File: src/rtl/alu_pkg.sv
package alu_pkg;

  // output selection, indexed by the low two function bits
  localparam int SEL_COUNT = 4;
  localparam int SEL_AND   = 0;
  localparam int SEL_OR    = 1;
  localparam int SEL_SUM   = 2;
  localparam int SEL_SIGN  = 3;

  // strobes passed from the function decoder to the datapath
  typedef struct packed {
    logic                 invertB;  // feed ~B to gates and adder
    logic                 carryIn;  // adder carry-in
    logic [SEL_COUNT-1:0] pickOut;  // one-hot output select
  } aluCtrl_t;

endpackage

File: src/rtl/alu_fn_decode.sv
module alu_fn_decode
  import alu_pkg::*;
(
  input  logic [2:0] fnCode,
  output aluCtrl_t   ctrl
);

  always_comb begin
    ctrl.invertB = fnCode[2];
    ctrl.carryIn = fnCode[2];
    ctrl.pickOut = '0;
    unique case (fnCode[1:0])
      2'b00:   ctrl.pickOut[SEL_AND]  = 1'b1;
      2'b01:   ctrl.pickOut[SEL_OR]   = 1'b1;
      2'b10:   ctrl.pickOut[SEL_SUM]  = 1'b1;
      default: ctrl.pickOut[SEL_SIGN] = 1'b1;
    endcase
  end

  // depends on exactly one source reaching the output
  always_comb begin
    p_one_source_r9: assert ($onehot(ctrl.pickOut))
      else $error("output select is not one-hot");
  end

endmodule

File: src/rtl/alu_adder.sv
module alu_adder #(
  parameter int WIDTH  = 32,
  parameter bit RIPPLE = 1'b1
) (
  input  logic [WIDTH-1:0] addX,
  input  logic [WIDTH-1:0] addY,
  input  logic             carryIn,
  output logic [WIDTH-1:0] sum
);

  generate
    if (RIPPLE) begin : g_ripple
      logic [WIDTH-1:0] carry;
      assign carry[0] = carryIn;
      for (genvar i = 0; i < WIDTH; i++) begin : g_bit
        assign sum[i] = addX[i] ^ addY[i] ^ carry[i];
        if (i < WIDTH - 1) begin : g_next
          assign carry[i+1] = (addX[i] & addY[i]) | (carry[i] & (addX[i] ^ addY[i]));
        end
      end
    end else begin : g_infer
      assign sum = addX + addY + {{(WIDTH-1){1'b0}}, carryIn};
    end
  endgenerate

endmodule

File: src/rtl/alu_datapath.sv
module alu_datapath
  import alu_pkg::*;
#(
  parameter int WIDTH  = 32,
  parameter bit RIPPLE = 1'b1
) (
  input  logic [WIDTH-1:0] opA,
  input  logic [WIDTH-1:0] opB,
  input  aluCtrl_t         ctrl,
  output logic [WIDTH-1:0] result,
  output logic             zeroFlag
);

  localparam int TOP = WIDTH - 1;

  logic [WIDTH-1:0] condB;
  logic [WIDTH-1:0] andRes;
  logic [WIDTH-1:0] orRes;
  logic [WIDTH-1:0] sumRes;
  logic [WIDTH-1:0] signRes;
  logic [WIDTH-1:0] srcVec [SEL_COUNT];

  assign condB   = ctrl.invertB ? ~opB : opB;
  assign andRes  = opA & condB;
  assign orRes   = opA | condB;
  assign signRes = {{(WIDTH-1){1'b0}}, sumRes[TOP]};

  alu_adder #(.WIDTH(WIDTH), .RIPPLE(RIPPLE)) adder_i (
    .addX    (opA),
    .addY    (condB),
    .carryIn (ctrl.carryIn),
    .sum     (sumRes)
  );

  assign srcVec[SEL_AND]  = andRes;
  assign srcVec[SEL_OR]   = orRes;
  assign srcVec[SEL_SUM]  = sumRes;
  assign srcVec[SEL_SIGN] = signRes;

  // AND-OR mux over the one-hot select
  logic [WIDTH-1:0] masked [SEL_COUNT];
  generate
    for (genvar s = 0; s < SEL_COUNT; s++) begin : g_mask
      assign masked[s] = srcVec[s] & {WIDTH{ctrl.pickOut[s]}};
    end
  endgenerate

  always_comb begin
    result = '0;
    for (int s = 0; s < SEL_COUNT; s++) begin
      result = result | masked[s];
    end
  end

  assign zeroFlag = ~|result;

  always_comb begin
    // compare result never sets an upper bit
    if (ctrl.pickOut[SEL_SIGN] && ctrl.invertB)
      p_compare_upper_clear_r7: assert (result[TOP:1] == '0)
        else $error("compare result has upper bits set");
    // subtracting equal values leaves zero and raises the flag
    if (ctrl.pickOut[SEL_SUM] && ctrl.invertB && (opA == opB))
      p_sub_equal_zero_r4: assert (zeroFlag)
        else $error("A-A did not flag zero");
    // A OR NOT A is all ones
    if (ctrl.pickOut[SEL_OR] && ctrl.invertB && (opA == opB))
      p_ornot_equal_ones_r6: assert (&result)
        else $error("A|~A not all ones");
    // A AND NOT A is zero
    if (ctrl.pickOut[SEL_AND] && ctrl.invertB && (opA == opB))
      p_andnot_equal_zero_r5: assert (zeroFlag)
        else $error("A&~A not zero");
  end

endmodule

File: src/rtl/shared_adder_alu.sv
module shared_adder_alu
  import alu_pkg::*;
#(
  parameter int WIDTH  = 32,
  parameter bit RIPPLE = 1'b1
) (
  input  logic [WIDTH-1:0] opA,
  input  logic [WIDTH-1:0] opB,
  input  logic [2:0]       fnCode,
  output logic [WIDTH-1:0] result,
  output logic             zeroFlag
);

  aluCtrl_t ctrl;

  alu_fn_decode decode_i (
    .fnCode (fnCode),
    .ctrl   (ctrl)
  );

  alu_datapath #(.WIDTH(WIDTH), .RIPPLE(RIPPLE)) dp_i (
    .opA      (opA),
    .opB      (opB),
    .ctrl     (ctrl),
    .result   (result),
    .zeroFlag (zeroFlag)
  );

endmodule

File: config.mk
export PLATFORM = sky130hd
export DESIGN_NAME = shared_adder_alu
export DESIGN_NICKNAME = d
export VERILOG_FILES = /design/src/rtl/alu_pkg.sv /design/src/rtl/alu_fn_decode.sv /design/src/rtl/alu_adder.sv /design/src/rtl/alu_datapath.sv /design/src/rtl/shared_adder_alu.sv
export SDC_FILE = /design/constraint.sdc
export NUM_CORES = 1
export LEC_CHECK = 0
export BUFFER_PORTS_ARGS = -buffer_cell sky130_fd_sc_hd__buf_2
export CAP_MARGIN = 20
export CORE_UTILIZATION = 36
export DETAILED_ROUTE_END_ITERATION = 12
export GPL_ROUTABILITY_DRIVEN = 0
export PLACE_DENSITY = 0.68
export RECOVER_POWER = 100
export SLEW_MARGIN = 15
export SYNTH_ARGS = -nofsm -noshare
export SYNTH_HDL_FRONTEND = slang
export SYNTH_SLANG_ARGS = --single-unit
File: constraint.sdc
create_clock -name vclk -period 23.9
set_input_delay 4.78 -clock vclk [all_inputs]
set_output_delay 4.78 -clock vclk [all_outputs]
set_load 0.01 [all_outputs]
* Word-level counts from Yosys, hierarchy flattened
Index checks and enable logic that the tools add are counted.
Widths: inputs -> output; s select.
** Cells by class
- Eq/ne operators :: 2
- Mux-type cells :: 5
- Bitwise logic cells :: 167
- Reduce and logical (&&, ||, !) cells :: 4
** Operator list (number)
- $and 32x32->32 :: 4
- $or 32x32->32 :: 4
- $xor 1x1->1 :: 64
- $and 1x1->1 :: 62
- $and 1x32->32 :: 1
- $mux 32 :: 1
- $not 32->32 :: 1
- $reduce_or 32->1 :: 1
- $or 1x1->1 :: 31
- $mux 1 :: 4
- $reduce_or 3->1 :: 1
- $eq 2x1->1 const B :: 1
- $eq 2x2->1 const B :: 1
- $logic_not 2->1 :: 1
- $logic_not 1->1 :: 1
** Storage, ports and cells
- Register bits after elaboration :: 0
- Input port bits :: 67
- Output and inout bits :: 33
- Logic and storage cells :: 178

* Logic depth before layout (Yosys ltp)
- Word-level depth :: 71
- Mapped depth :: 40
- Depth with buffers taken out :: 38

* Cells and area by module
Synthesis repeated with hierarchy kept, for this count alone.
** Unflattened totals
- Cells, all modules :: 258
- Area total of the unflattened synthesis :: 2057.0 sq um
** By module, submodules not included
- alu_datapath :: instances 1, cells each 215, area each 1352.5 sq um, sequential area each 0.0 sq um
- alu_adder :: instances 1, cells each 37, area each 663.1 sq um, sequential area each 0.0 sq um
- alu_fn_decode :: instances 1, cells each 6, area each 41.3 sq um, sequential area each 0.0 sq um

* Worst setup path before layout
OpenSTA, ideal clock, no wires.
- Kind :: input to output
- Start :: input fnCode[2]
- End :: output zeroFlag
- Data arrival time :: 17903 ps
- Required time :: 19120 ps
- Setup slack :: 1217 ps
- Cell stages on the path :: 40
- Path buffers :: 2
- Cells stage by stage :: clkbuf_1 -> buf_2 -> mux2_2 -> fa_1 -> fa_1 -> fa_1 -> fa_1 -> fa_1 -> fa_1 -> fa_1 -> fa_1 -> fa_1 -> fa_1 -> fa_1 -> fa_1 -> fa_1 -> fa_1 -> fa_1 -> (+4 left out) -> fa_1 -> fa_1 -> fa_1 -> fa_1 -> fa_1 -> fa_1 -> fa_1 -> fa_1 -> fa_1 -> inv_1 -> fa_1 -> inv_1 -> fa_1 -> xnor2_1 -> a211o_1 -> o21ai_0 -> or4_1 -> nor4_2
** Between the ends
- Word-level cells in the longest chain between the ends :: 70
- Elaborated cells on any way between the ends :: 169
- Those cells by class :: mux (1); bitwise (166); reduce/logical (2)
** Ends and longest elaborated chain
- from (decl) :: line shared_adder_alu.sv:9 : input logic [2:0] fnCode,
- $mux 32 :: line alu_datapath.sv:23 : assign condB = ctrl.invertB ? ~opB : opB;
- $xor 1x1->1 :: line alu_adder.sv:18 : assign carry[i+1] = (addX[i] & addY[i]) | (carry[i] & (addX[i] ^ addY[i]));
- $and 1x1->1 :: line alu_adder.sv:18
- $or 1x1->1 :: line alu_adder.sv:18
- $and 1x1->1 :: line alu_adder.sv:18
- $or 1x1->1 :: line alu_adder.sv:18
- $and 1x1->1 :: line alu_adder.sv:18
- $or 1x1->1 :: line alu_adder.sv:18
- (+54 left out)
- $and 1x1->1 :: line alu_adder.sv:18
- $or 1x1->1 :: line alu_adder.sv:18
- $xor 1x1->1 :: line alu_adder.sv:16 : assign sum[i] = addX[i] ^ addY[i] ^ carry[i];
- $and 32x32->32 :: line alu_datapath.sv:44 : assign masked[s] = srcVec[s] & {WIDTH{ctrl.pickOut[s]}};
- $or 32x32->32 (*) (2 in a row) :: line alu_datapath.sv:51 : result = result | masked[s];
- named net result[31] :: line shared_adder_alu.sv:10 : output logic [WIDTH-1:0] result,
- $reduce_or 32->1 (*) :: line alu_datapath.sv:55 : assign zeroFlag = ~|result;
- $logic_not 1->1 (*) :: line alu_datapath.sv:55
- to (decl) :: line shared_adder_alu.sv:11 : output logic zeroFlag
The timed path passes the listed nets; every way through them passes the cells marked *.

* Worst setup path after layout
- Start :: input opB[0]
- End :: output zeroFlag
** Between the ends
- Word-level cells in the longest chain between the ends :: 71
- Elaborated cells on any way between the ends :: 109
- Those cells by class :: mux (1); bitwise (106); reduce/logical (2)
** Ends and longest elaborated chain
- from (decl) :: line shared_adder_alu.sv:8 : input logic [WIDTH-1:0] opB,
- $not 32->32 :: line alu_datapath.sv:23
- $mux 32 (*) :: line alu_datapath.sv:23
- $xor 1x1->1 :: line alu_adder.sv:16, alu_adder.sv:18
- $and 1x1->1 :: line alu_adder.sv:18
- $or 1x1->1 :: line alu_adder.sv:18
- $and 1x1->1 :: line alu_adder.sv:18
- $or 1x1->1 :: line alu_adder.sv:18
- $and 1x1->1 :: line alu_adder.sv:18
- (+55 left out)
- $and 1x1->1 :: line alu_adder.sv:18
- $or 1x1->1 :: line alu_adder.sv:18
- $xor 1x1->1 :: line alu_adder.sv:16
- $and 32x32->32 :: line alu_datapath.sv:44
- $or 32x32->32 :: line alu_datapath.sv:51
- $or 32x32->32 (*) :: line alu_datapath.sv:51
- $reduce_or 32->1 (*) :: line alu_datapath.sv:55
- $logic_not 1->1 (*) :: line alu_datapath.sv:55
Every way passes the cells marked *; elsewhere a longest branch is shown, timed or not.

==> run_results.csv <==
group,metric,value,unit
pwr,ir_worst_vdd,9.95,µV
setup_path,cp-end-kind,"output pin",
global_route,grt_remaining_overflow,0,
clock_tree,cts_resized,0,
setup_path,arrival,18.51,ns
synthesis,syn_nets,451,
finish,drive_gt1_share,19.9,%
die,chipWidth,88.8,µm
finish,fillers,751,
timing,final.setup.tns,0,ns
routing,drt_iter0_drc,43,
finish,area.growth.synth_to_final,17.8,%
timing,holdWs,10.10,ns
finish,n_clock_buffer,0,
synthesis,yosysUniqueCellTypes,26,
hold_path,min_path_type,"input port to output pin",
finish,nNetsFinal,540,
routing,drtPass1Iterations,4,
run_status,violations,"capacitance limit, slew limit",
place,dpl_cell_area,0.00324,mm²
setup_path,required,19.12,ns
finish,num_antenna_cells,0,
synthesis,syn_avg_cell_area,9.36,µm²
synthesis,syn_area,0.00271,mm²
finish,fin_util,44.1,%
routing,routed_via_density,4.65,
die,io_pins,100,
global_route,antenna_found_initial,0,
timing,rsz0062_at_grt,"no",
timing,finalSetupViolations,0,
die,die-area,0.00789,mm²
routing,wirelength,6350,µm
clock_tree,post-cts-setup-buffers,0,
finish,regArea,0,µm²
die,core,0.00725,mm²
clock_tree,ctsHoldBuffers,0,
setup_path,worst-setup-path-type,"input port to output pin",
die,fp-row-count,31,
pwr,powerDensity,24.6,mW/mm²
timing,maxSlewViolCount,35,
routing,ant_nets,0,
global_route,grt_max_degree,38,
pwr,total_power,78.8,µW
timing,tightest_slew,1.77,ns
global_route,grt_usage,16.3,%
timing,period_share,97.4,%
job,drv_cap,1,
setup_path,slowest_stage,"or4_1",
global_route,grt_pass1_wl,10200,µm
timing,min_period,23.29,ns
timing,hold_viol,0,
routing,drc_errors,0,
timing,slew_headroom,-18.0,%
die,die_h,88.8,µm
routing,routedWlPerCell,13.3,µm
run_status,status,"complete, but fails checks",
place,port_buffers,100,
synthesis,postSynthCellCount,290,
synthesis,yosys_warnings,0,
finish,design_area,0.00320,mm²
setup_path,max_stage_delay,0.51,ns
timing,max_freq,42.9,MHz
global_route,grt_pass1_vias,2209,
setup_path,critPathLaunchType,"input port",
setup_path,crit_path_max_fanout,2,
synthesis,ys_seq_area_share,0,%
routing,vias,2213,
place,post-dp-hpwl,5310,µm
die,start_util,37.4,%
setup_path,crit_top_cell,"fa_1",
finish,nFlopsAndLatches,0,
pwr,p_leak,0.00179,µW
hold_path,hold_depth,5,
power by group:
part | total [µW] | internal, µW | switching (µW) | leakage [µW]
clock network | 0 | 0 | 0 | 0
logic | 78.8 | 33.0 | 45.8 | 0.00179
registers | 0 | 0 | 0 | 0
total | 78.8 | 33.0 | 45.8 | 0.00179
cell type report:
type / count / area [µm²] / area share [%]
tap: 99 / 124 / 3.87
timing repair buffer: 102 / 475 / 14.9
multi-input combinational: 209 / 2350 / 73.5
inverter: 66 / 248 / 7.75
layout by cell type (no fill, tap or decap), drive strengths merged:
cell type | Yosys | layout
a211o | 1 | 1
xor2 | 32 | 32
o21ai | 1 | 1
buf | 13 | 70
nor2 | 3 | 3
a211oi | 1 | 1
o22ai | 29 | 29
nand4 | 1 | 1
nand2b | 1 | 1
inv | 66 | 66
mux2 | 1 | 1
a21o | 1 | 1
and2 | 1 | 1
fa | 30 | 30
or4 | 2 | 2
nor4 | 7 | 7
nand2 | 1 | 1
ha | 64 | 64
mux2i | 30 | 30
xnor2 | 2 | 2
clkbuf | 2 | 32
o32ai | 1 | 1
through the flow:
| step | instances | setup WS [ns] |
|---|---|---|
| finish | 476 | 0.611 |
| detailed placement | 476 | 0.674 |
| global route | 476 | 0.0673 |
| global placement | 476 | 0.972 |
| CTS | 476 | 0.591 |
| floorplan | 290 | 1.22 |
logic make-up (layout without fill, tap and decap cells):
family / Yosys count / count (layout) / synth area share, %
fa+ha+maj: 94 / 94 / 51.6
xor+xnor: 34 / 34 / 11.0
mux: 31 / 31 / 11.5
simple gates: 16 / 16 / 4.15
compound gates: 34 / 34 / 8.34
buf+inv: 81 / 168 / 13.4
Yosys cell counts (2+ instances only):
cell type / count / share of area (%)
nor4_2: 2 / 0.92
xor2_1: 32 / 10
or4_1: 2 / 0.55
buf_2: 6 / 1.1
buf_6: 3 / 1.2
o22ai_1: 29 / 6.7
buf_8: 2 / 1.1
xnor2_1: 2 / 0.65
nor2_1: 3 / 0.41
buf_4: 2 / 0.55
nor4_1: 5 / 1.2
inv_1: 66 / 9.1
clkbuf_1: 2 / 0.28
fa_1: 30 / 22
mux2i_1: 30 / 11
ha_1: 64 / 30
routing by layer:
layer,part of all wire [%],GRT usage (%),up-vias
met1,45,20.7,1060
met4,0.36,0.733,0
li1,-,-,1087
met3,5.9,1.96,2
met2,49,30.8,64
met5,0,0,-
final timing paths:
check | startpoint | to
hold / removal | opA[26] | result[26]
setup / recovery | opB[0] | zeroFlag
worst max-delay path: cells and delay by family:
kind,cells,cell delay (ns)
simple gates,2,0.68
compound gates,2,0.28
xor+xnor,1,0.24
fa+ha+maj,30,11.75
buf+inv,4,0.42
mux,1,0.34
Power figures use the tool's default switching activity.
